==> src/rtl/errcnt_pkg.sv <==
package errcnt_pkg;

    typedef enum logic [2:0] {
        RK_CNT,
        RK_SNAP,
        RK_OVF,
        RK_EVT,
        RK_EMSK,
        RK_OMSK,
        RK_CTRL,
        RK_NONE
    } reg_kind_e;

    // Address layout: counters, then snapshots, then flag sets, masks, control.
    function automatic reg_kind_e reg_classify(input logic [7:0] a,
                                               input int unsigned ncnt,
                                               input int unsigned nsnap);
        int unsigned ai;
        ai = 32'(a);
        if (ai < ncnt)                 return RK_CNT;
        else if (ai < ncnt + nsnap)    return RK_SNAP;
        else if (ai == ncnt + nsnap)   return RK_OVF;
        else if (ai == ncnt + nsnap + 1) return RK_EVT;
        else if (ai == ncnt + nsnap + 2) return RK_EMSK;
        else if (ai == ncnt + nsnap + 3) return RK_OMSK;
        else if (ai == ncnt + nsnap + 4) return RK_CTRL;
        else                           return RK_NONE;
    endfunction

endpackage

==> src/rtl/errcnt_cell.sv <==
module errcnt_cell #(
    parameter int CNT_W = 8
) (
    input  logic             clk,
    input  logic             rst_n,
    input  logic             clr,
    input  logic             evt,
    input  logic             wr,
    input  logic [CNT_W-1:0] wdata,
    output logic [CNT_W-1:0] cnt_q,
    output logic             counted,
    output logic             wrapped
);
    localparam logic [CNT_W-1:0] CNT_MAX = '1;

    assign counted = evt && !wr && !clr;
    assign wrapped = counted && (cnt_q == CNT_MAX);

    always_ff @(posedge clk) begin
        if (!rst_n)       cnt_q <= '0;
        else if (clr)     cnt_q <= '0;
        else if (wr)      cnt_q <= wdata;
        else if (evt)     cnt_q <= cnt_q + 1'b1;
    end

    a_r5_clear_holds: assert property (@(posedge clk) disable iff (!rst_n)
        clr |=> (cnt_q == '0));

    a_r3_write_wins: assert property (@(posedge clk) disable iff (!rst_n)
        (wr && !clr) |=> (cnt_q == $past(wdata)));

    a_r4_wrap_to_zero: assert property (@(posedge clk) disable iff (!rst_n)
        wrapped |=> (cnt_q == '0));

    a_r2_count_step: assert property (@(posedge clk) disable iff (!rst_n)
        (counted && !wrapped) |=> (cnt_q == $past(cnt_q) + 1'b1));

endmodule

==> src/rtl/errcnt_latch.sv <==
module errcnt_latch #(
    parameter int N = 9
) (
    input  logic         clk,
    input  logic         rst_n,
    input  logic [N-1:0] set,
    input  logic         rd_clr,
    output logic [N-1:0] lat_q
);
    always_ff @(posedge clk) begin
        if (!rst_n) lat_q <= '0;
        else        lat_q <= (rd_clr ? '0 : lat_q) | set;
    end

    a_r7_set_lands: assert property (@(posedge clk) disable iff (!rst_n)
        (|set) |=> ((lat_q & $past(set)) == $past(set)));

    a_r7_sticky: assert property (@(posedge clk) disable iff (!rst_n)
        !rd_clr |=> (($past(lat_q) & ~lat_q) == '0));

    a_r8_read_clears: assert property (@(posedge clk) disable iff (!rst_n)
        (rd_clr && set == '0) |=> (lat_q == '0));

endmodule

==> src/rtl/errcnt_bank.sv <==
module errcnt_bank
    import errcnt_pkg::*;
#(
    parameter int NUM_CNT = 9,
    parameter int CNT_W   = 8,
    parameter int SNAP_N  = 4,
    parameter int REG_W   = 16,
    parameter int ADDR_W  = 5
) (
    input  logic               clk,
    input  logic               rst_n,
    input  logic [NUM_CNT-1:0] err_pulse,
    input  logic               sec_tick,
    input  logic               reg_wr,
    input  logic               reg_rd,
    input  logic [ADDR_W-1:0]  reg_addr,
    input  logic [REG_W-1:0]   reg_wdata,
    output logic [REG_W-1:0]   reg_rdata,
    output logic               irq
);
    logic [CNT_W-1:0]   cnt_q  [NUM_CNT];
    logic [CNT_W-1:0]   snap_q [SNAP_N];
    logic [NUM_CNT-1:0] counted, wrapped, cnt_wr;
    logic [NUM_CNT-1:0] ovf_lat, evt_lat, ovf_mask_q, evt_mask_q;
    logic               clr_q;
    reg_kind_e          kind;
    logic [REG_W-1:0]   rd_mux;
    logic               unused_wdata;

    assign kind         = reg_classify(8'(reg_addr), NUM_CNT, SNAP_N);
    assign unused_wdata = &{1'b0, reg_wdata[REG_W-1:NUM_CNT]};

    for (genvar i = 0; i < NUM_CNT; i++) begin : g_cell
        assign cnt_wr[i] = reg_wr && (reg_addr == ADDR_W'(i));
        errcnt_cell #(.CNT_W(CNT_W)) u_cell (
            .clk     (clk),
            .rst_n   (rst_n),
            .clr     (clr_q),
            .evt     (err_pulse[i]),
            .wr      (cnt_wr[i]),
            .wdata   (reg_wdata[CNT_W-1:0]),
            .cnt_q   (cnt_q[i]),
            .counted (counted[i]),
            .wrapped (wrapped[i])
        );
    end

    errcnt_latch #(.N(NUM_CNT)) u_ovf_lat (
        .clk    (clk),
        .rst_n  (rst_n),
        .set    (wrapped),
        .rd_clr (reg_rd && kind == RK_OVF),
        .lat_q  (ovf_lat)
    );

    errcnt_latch #(.N(NUM_CNT)) u_evt_lat (
        .clk    (clk),
        .rst_n  (rst_n),
        .set    (counted),
        .rd_clr (reg_rd && kind == RK_EVT),
        .lat_q  (evt_lat)
    );

    always_ff @(posedge clk) begin
        for (int j = 0; j < SNAP_N; j++) begin
            if (!rst_n)        snap_q[j] <= '0;
            else if (sec_tick) snap_q[j] <= cnt_q[j];
        end
    end

    always_ff @(posedge clk) begin
        if (!rst_n) begin
            ovf_mask_q <= '0;
            evt_mask_q <= '0;
            clr_q      <= 1'b0;
        end else if (reg_wr) begin
            case (kind)
                RK_OMSK: ovf_mask_q <= reg_wdata[NUM_CNT-1:0];
                RK_EMSK: evt_mask_q <= reg_wdata[NUM_CNT-1:0];
                RK_CTRL: clr_q      <= reg_wdata[0];
                default: ;
            endcase
        end
    end

    always_comb begin
        rd_mux = '0;
        case (kind)
            RK_CNT:
                for (int i = 0; i < NUM_CNT; i++)
                    if (reg_addr == ADDR_W'(i)) rd_mux = REG_W'(cnt_q[i]);
            RK_SNAP:
                for (int j = 0; j < SNAP_N; j++)
                    if (reg_addr == ADDR_W'(NUM_CNT + j)) rd_mux = REG_W'(snap_q[j]);
            RK_OVF:  rd_mux = REG_W'(ovf_lat);
            RK_EVT:  rd_mux = REG_W'(evt_lat);
            RK_OMSK: rd_mux = REG_W'(ovf_mask_q);
            RK_EMSK: rd_mux = REG_W'(evt_mask_q);
            RK_CTRL: rd_mux = REG_W'(clr_q);
            default: rd_mux = '0;
        endcase
    end

    always_ff @(posedge clk) begin
        if (!rst_n)      reg_rdata <= '0;
        else if (reg_rd) reg_rdata <= rd_mux;
    end

    assign irq = (|(ovf_lat & ovf_mask_q)) || (|(evt_lat & evt_mask_q));

    for (genvar j = 0; j < SNAP_N; j++) begin : g_snap_chk
        a_r6_snap_capture: assert property (@(posedge clk) disable iff (!rst_n)
            sec_tick |=> (snap_q[j] == $past(cnt_q[j])));
        a_r6_snap_hold: assert property (@(posedge clk) disable iff (!rst_n)
            !sec_tick |=> $stable(snap_q[j]));
    end

    a_r9_irq_masked_off: assert property (@(posedge clk) disable iff (!rst_n)
        (ovf_mask_q == '0 && evt_mask_q == '0) |-> !irq);

    a_r10_rdata_hold: assert property (@(posedge clk) disable iff (!rst_n)
        !reg_rd |=> $stable(reg_rdata));

endmodule

==> config.mk <==
export PLATFORM = sky130hd
export DESIGN_NAME = errcnt_bank
export DESIGN_NICKNAME = d
export VERILOG_FILES = /design/src/rtl/errcnt_pkg.sv /design/src/rtl/errcnt_cell.sv /design/src/rtl/errcnt_latch.sv /design/src/rtl/errcnt_bank.sv
export SDC_FILE = /design/constraint.sdc
export NUM_CORES = 1
export LEC_CHECK = 0
export BUFFER_PORTS_ARGS = -buffer_cell sky130_fd_sc_hd__buf_2
export CAP_MARGIN = 40
export CORE_UTILIZATION = 60
export CTS_CLUSTER_DIAMETER = 120
export DETAILED_ROUTE_END_ITERATION = 10
export PLACE_DENSITY = 0.83
export SLEW_MARGIN = 20
export SYNTH_ARGS = -nofsm -noshare
export SYNTH_HDL_FRONTEND = slang
export SYNTH_SLANG_ARGS = --single-unit
==> constraint.sdc <==
create_clock -name clk -period 1.9 [get_ports clk]
set_input_delay 0.38 -clock clk [delete_from_list [all_inputs] [get_ports clk]]
set_output_delay 0.38 -clock clk [all_outputs]
set_load 0.005 [all_outputs]
Yosys cells after proc, flatten, opt, wreduce, memory -nomap -nowiden:

Memory sizes are Yosys's and may differ from the RTL's.
Index checks and enable logic that the tools add are counted.

* flip-flop bits (word level): 125
* memory bits (writable): 32
* bits of input ports: 35
* output and inout port bits: 17
* word-level logic and storage cells: 183
* memories: 1

* $add $sub $neg: 9
* $lt $le $gt $ge: 2
* eq/ne operators: 32
* multiplexer cells: 49
* bitwise gates (word level): 9
* reduce and logical (&&, ||, !) cells: 66

Memories
* snap_q: words 4, width 8, read ports 4, clocked after memory_dff 0, wr ports 4, line errcnt_bank.sv:22 `logic [CNT_W-1:0] snap_q [SNAP_N];`

Operators by type and width (count)
* $mux W8: 24
* $mux W16: 11
* $pmux W16 S7: 1
* $add A8 B1 Y8 const B: 9
* $eq A8 B8 Y1 const B: 9
* $eq A5 B4 Y1 const B: 8
* $logic_and A1 B1 Y1: 38
* $eq A5 B3 Y1 const B: 4
* $and A9 B9 Y9: 2
* $mux W9: 2
* $or A9 B9 Y9: 2
* $reduce_bool A2 Y1: 9
* $reduce_or A9 Y1: 2
* $mux W3: 4
* $eq A5 B2 Y1 const B: 2
* $eq A5 B5 Y1 const B: 2
* $logic_not A1 Y1: 10
* $lt A5 B4 Y1 const B: 2
* $eq A3 B3 Y1 const B: 3
* $eq A3 B2 Y1 const B: 2
* $reduce_and A2 Y1: 3
* $eq A5 B1 Y1 const B: 1
* $logic_not A5 Y1: 1
* $mux W1: 5
* other kinds (7): 11

Longest topological paths before layout:

* word-level depth: 12
* depth in mapped cells: 8
* mapped depth without buffers: 6

Cells and area by module:

A second synthesis with hierarchy kept.

* cell total of the unflattened synthesis: 987
* area, all modules: 8760.9 µm²

By module, submodules not included
* errcnt_cell: times used 9, cells an instance 56, area each 466.7 µm², seq. area each 160.2 µm²
* errcnt_bank: times used 1, cells an instance 427, area each 3942.5 µm², seq. area each 1521.5 µm²
* errcnt_latch: times used 2, cells an instance 28, area each 309.0 µm², seq. area each 180.2 µm²

Worst setup path before layout:

OpenSTA, ideal clock, no wires.

* path type: input -> register
* from: in rst_n
* to: mem snap_q[0][0] (enable)
* library setup time: 0.394 ns
* data arrival time: 1.326 ns
* data required time: 1.506 ns
* path slack: 0.180 ns
* stages on the path: 2
* path buffers: 1
* path through: clkbuf_1 nand2b_1

RTL lines
* from (decl): line errcnt_bank.sv:11 `input logic rst_n,`
* to (decl): line errcnt_bank.sv:22

Final worst setup path:

* from: reg u_evt_lat.lat_q[5]
* to: out irq

* cells in the longest elaborated chain, start to end: 3

RTL lines
* from (decl): line errcnt_latch.sv:8 `output logic [N-1:0] lat_q`
* from (signal assigned): line errcnt_latch.sv:12 `else lat_q <= (rd_clr ? '0 : lat_q) | set;`
* $and A9 B9 Y9: line errcnt_bank.sv:109 `assign irq = (|(ovf_lat & ovf_mask_q)) || (|(evt_lat & evt_mask_q));`
* $reduce_or A9 Y1: line errcnt_bank.sv:109
* $logic_or A1 B1 Y1: line errcnt_bank.sv:109
* to (decl): line errcnt_bank.sv:19 `output logic irq`

No other way between the ends.

==> results_dict.tcl <==
set metrics [dict create \
    synth-compound-area-share 0.2155 \
    max_slew_margin 0.5889 \
    synth.top_cells.by_count "nor2_1, dfxtp_1, a211oi_1, nand2_1, clkbuf_1" \
    timing.final.ws_setup_ps -114.1 \
    tightest_slew_ps 615.4 \
    yosysUniqueCellTypes 69 \
    rsz0062_at_grt "true" \
    synth_top_family_by_area "compound AO/OA/AOI/OAI gates" \
    grt_pass1_wl_um 40310 \
    die_y_um 120.7 \
    grt_max_degree 75 \
    gp_congestion 0.9941 \
    area_growth_pct 14.45 \
    switchingPower_mw 1.916 \
    yosysTopAreaCellShare 0.2792 \
    stdcell_count 1186 \
    synth_edf_count 32 \
    ys_seq_area_frac 0.3928 \
    fin_crit_ps 2014 \
    swShare 0.2526 \
    layout-drive-gt1-share 0.1690 \
    drtIter0Drc 1180 \
    yosys-top-cells-area "dfxtp_1, edfxtp_1, a211oi_1, nor2_1, mux2i_1" \
    critPathKind "register to output port" \
    vdd.ir_drop.worst_mv 0.6794 \
    cts_sinks 150 \
    rrSetupSlack_ps 280 \
    powerDensity_nw_per_um2 783.5 \
    nets 1038 \
    avgViaCountPerCell 6.612 \
    p_int_mw 5.669 \
    io_pins 52 \
    max_stage_delay_ps 350 \
    yosys.area_share.simple 0.2140 \
    antenna_found_initial 2 \
    synth-xor-area-share 0.06419 \
    seqPwrFrac 0.463 \
    placed_cell_area_sq_um 9075 \
    antennaDiodeCount 0 \
    power_leakage_nw 3.648 \
    grt_overflow_total 0 \
    power_frac_comb 0.101 \
    coreArea_sq_um 13830 \
    drc 0 \
    clkLatencyLatePin_ps 440 \
    status "finished with violations" \
    finalMaxSlewViolations 0 \
    placementRows 43 \
    hold_path_class "primary input to register" \
    dieWidth_um 120.7 \
    cts_buffer_depth 2 \
    detail_route.wl_per_cell_um 22.01 \
    cts_tree "built" \
    timing.fmax_ghz 0.4965 \
    io_buffers 37 \
    h-tree-depth 4 \
    dp_cells 1154 \
    violations "setup timing" \
    cts.clk_slew.worst_paths_ps 60 \
    gr-usage-all-layers 0.3710 \
    synth.most_common_cell "nor2_1" \
    drt_pass1_iterations 8 \
    startpoint_type "register" \
    final.setup_skew_ps 6.454 \
    vias 7842 \
    cp-end-kind "output port" \
    cp_slowest_cell "dfxtp_2" \
    finalInstanceArea_sq_um 9682 \
    post-dp-hpwl_um 17950 \
    cts_root_buffer "clkbuf_16" \
    yosysTopAreaCell "dfxtp_1" \
    cp.arrival_ps 1630 \
    synth-adder-area-share 0.01331 \
    start_util 0.6118 \
    finalSetupViolCount 1 \
    hold_violations 0 \
    synth_top_flop_cell "dfxtp_1" \
    crit_fanout 2 \
    synth_area_sq_um 8459 \
    critical_path.cell_chain "a22o_1 -> a221oi_2 -> and3_1 -> nand4_1 -> buf_2" \
    ant_nets 0 \
    num-fill-cells 1048 \
    cts_made_buffers 17 \
    muxShareOfSynthArea 0.04156 \
    clockPowerShare 0.436 \
    dieArea_sq_um 14580 \
    synth_warnings 0 \
    ys_ff_latch 150 \
    worstPathRequired_ps 1520 \
    ctsHoldBuffers 0 \
    async_flop_share 0 \
    fin_crit_sh 1.060 \
    cap_viol_max_count 0 \
    grt_pass1_vias 7291 \
    avgSynthCellArea_sq_um 8.942 \
    syn_inst 946 \
    drt_wl_total_um 26100 \
]
==> cell type report <==
| cell class | count | area (sq um) | share of cell area |
|---|---|---|---|
| clock buffers | 23 | 467.9 | 0.04833 |
| multi-input cells | 710 | 4695 | 0.4849 |
| clock inverters | 8 | 100.1 | 0.01034 |
| inverters | 5 | 18.77 | 0.001938 |
| flip-flops and latches | 150 | 3329 | 0.3439 |
| repair buffers | 110 | 845.8 | 0.08736 |
| well taps | 180 | 225.2 | 0.02326 |
==> routing by layer <==
layer	GRT usage	up-vias	share of wire
li1	-	3582	-
met1	0.4937	3702	0.40
met2	0.5697	454	0.45
met3	0.08349	102	0.11
met4	0.1775	2	0.044
met5	0	-	0.00050
==> worst max-delay path: cells and delay by family, from the launching register on <==
family	cells	cell delay, ps
buffers and inverters	1	140
and+or+nand+nor	2	280
AOI/OAI and AO/OA	2	420
DFF	1	350
==> worst paths after layout <==
path	cells after the start	start	endpoint
max	5	u_evt_lat.lat_q[5]	irq
min	3	reg_wdata[8]	ovf_mask_q[8]
max reg2reg	5	g_cell[5].u_cell.cnt_q[0]	u_ovf_lat.lat_q[5]
min reg2reg	2	u_evt_lat.lat_q[7]	u_evt_lat.lat_q[7]
==> state kept, by name, indices dropped and copies added, names as in the netlist <==
register and count:
g_cell.u_cell.cnt_q 72, snap_q 32, evt_mask_q 9, ovf_mask_q 9, reg_rdata 9, u_evt_lat.lat_q 9
u_ovf_lat.lat_q 9, clr_q 1
==> layout by cell type (no fill, tap or decap), types with 4 or more instances in the layout <==
cell type	count
o211ai_1	8
conb_1	7
a211oi_1	71
a32oi_1	6
dfxtp_2	5
ha_1	9
and3_1	37
a22o_1	11
o2bb2ai_1	7
nand3_1	39
o22ai_1	7
xnor2_1	27
buf_12	9
buf_4	64
a22oi_1	20
nor2b_1	22
dfxtp_1	113
a21o_1	21
xor2_1	35
nand4_1	30
buf_2	37
edfxtp_1	32
o31ai_1	6
a21oi_1	24
a31oi_1	14
a211o_1	6
mux2i_1	34
a21boi_0	18
nand2_1	56
nor2_1	119
clkbuf_16	17
clkbuf_1	4
o21ai_0	20
==> power groups by stage <==
| stage | combinational, mW | sequential, mW | clock, mW |
|---|---|---|---|
| floorplan | 0.503 | 3.51 | 0 |
| global placement | 0.723 | 3.56 | 0 |
| detailed placement | 0.742 | 3.56 | 0 |
| CTS | 0.752 | 3.50 | 3.30 |
| global route | 0.821 | 3.52 | 3.46 |
| finish | 0.767 | 3.51 | 3.31 |
==> cell families (layout without fill, tap and decap cells) <==
family | count (synthesis) | count (layout)
AND/OR/NAND/NOR | 344 | 344
AO/OA/AOI/OAI | 253 | 253
flip-flops | 150 | 150
buffers and inverters | 92 | 146
XOR/XNOR | 62 | 62
multiplexers | 35 | 35
adder cells (fa/ha/maj) | 9 | 9
other | 1 | 7
==> through the flow <==
stage	hold slack, ps	util	power (mW)	setup WS (ps)	TNS (ps)
after global routing	267.9	0.7002	7.801	-181.4	-181.4
after CTS	224.6	0.6998	7.558	-76.17	-76.17
after floorplan	453.2	-	4.016	179.8	0
final	230.3	0.7002	7.586	-114.1	-114.1
after detailed placement	478.3	0.6563	4.307	-314.7	-7147
after global placement	467.4	0.6563	4.286	-249.5	-6079
==> repair_timing <==
action | CTS | global route
endpoints found under the hold margin | 0 | 0
endpoints found under the setup margin | 1 | 2
pin swaps | 2 | 1
buffers inserted | 1 | 0
gates resized for setup | 8 | 1
Note: power is estimated with default switching activity, not from simulation.
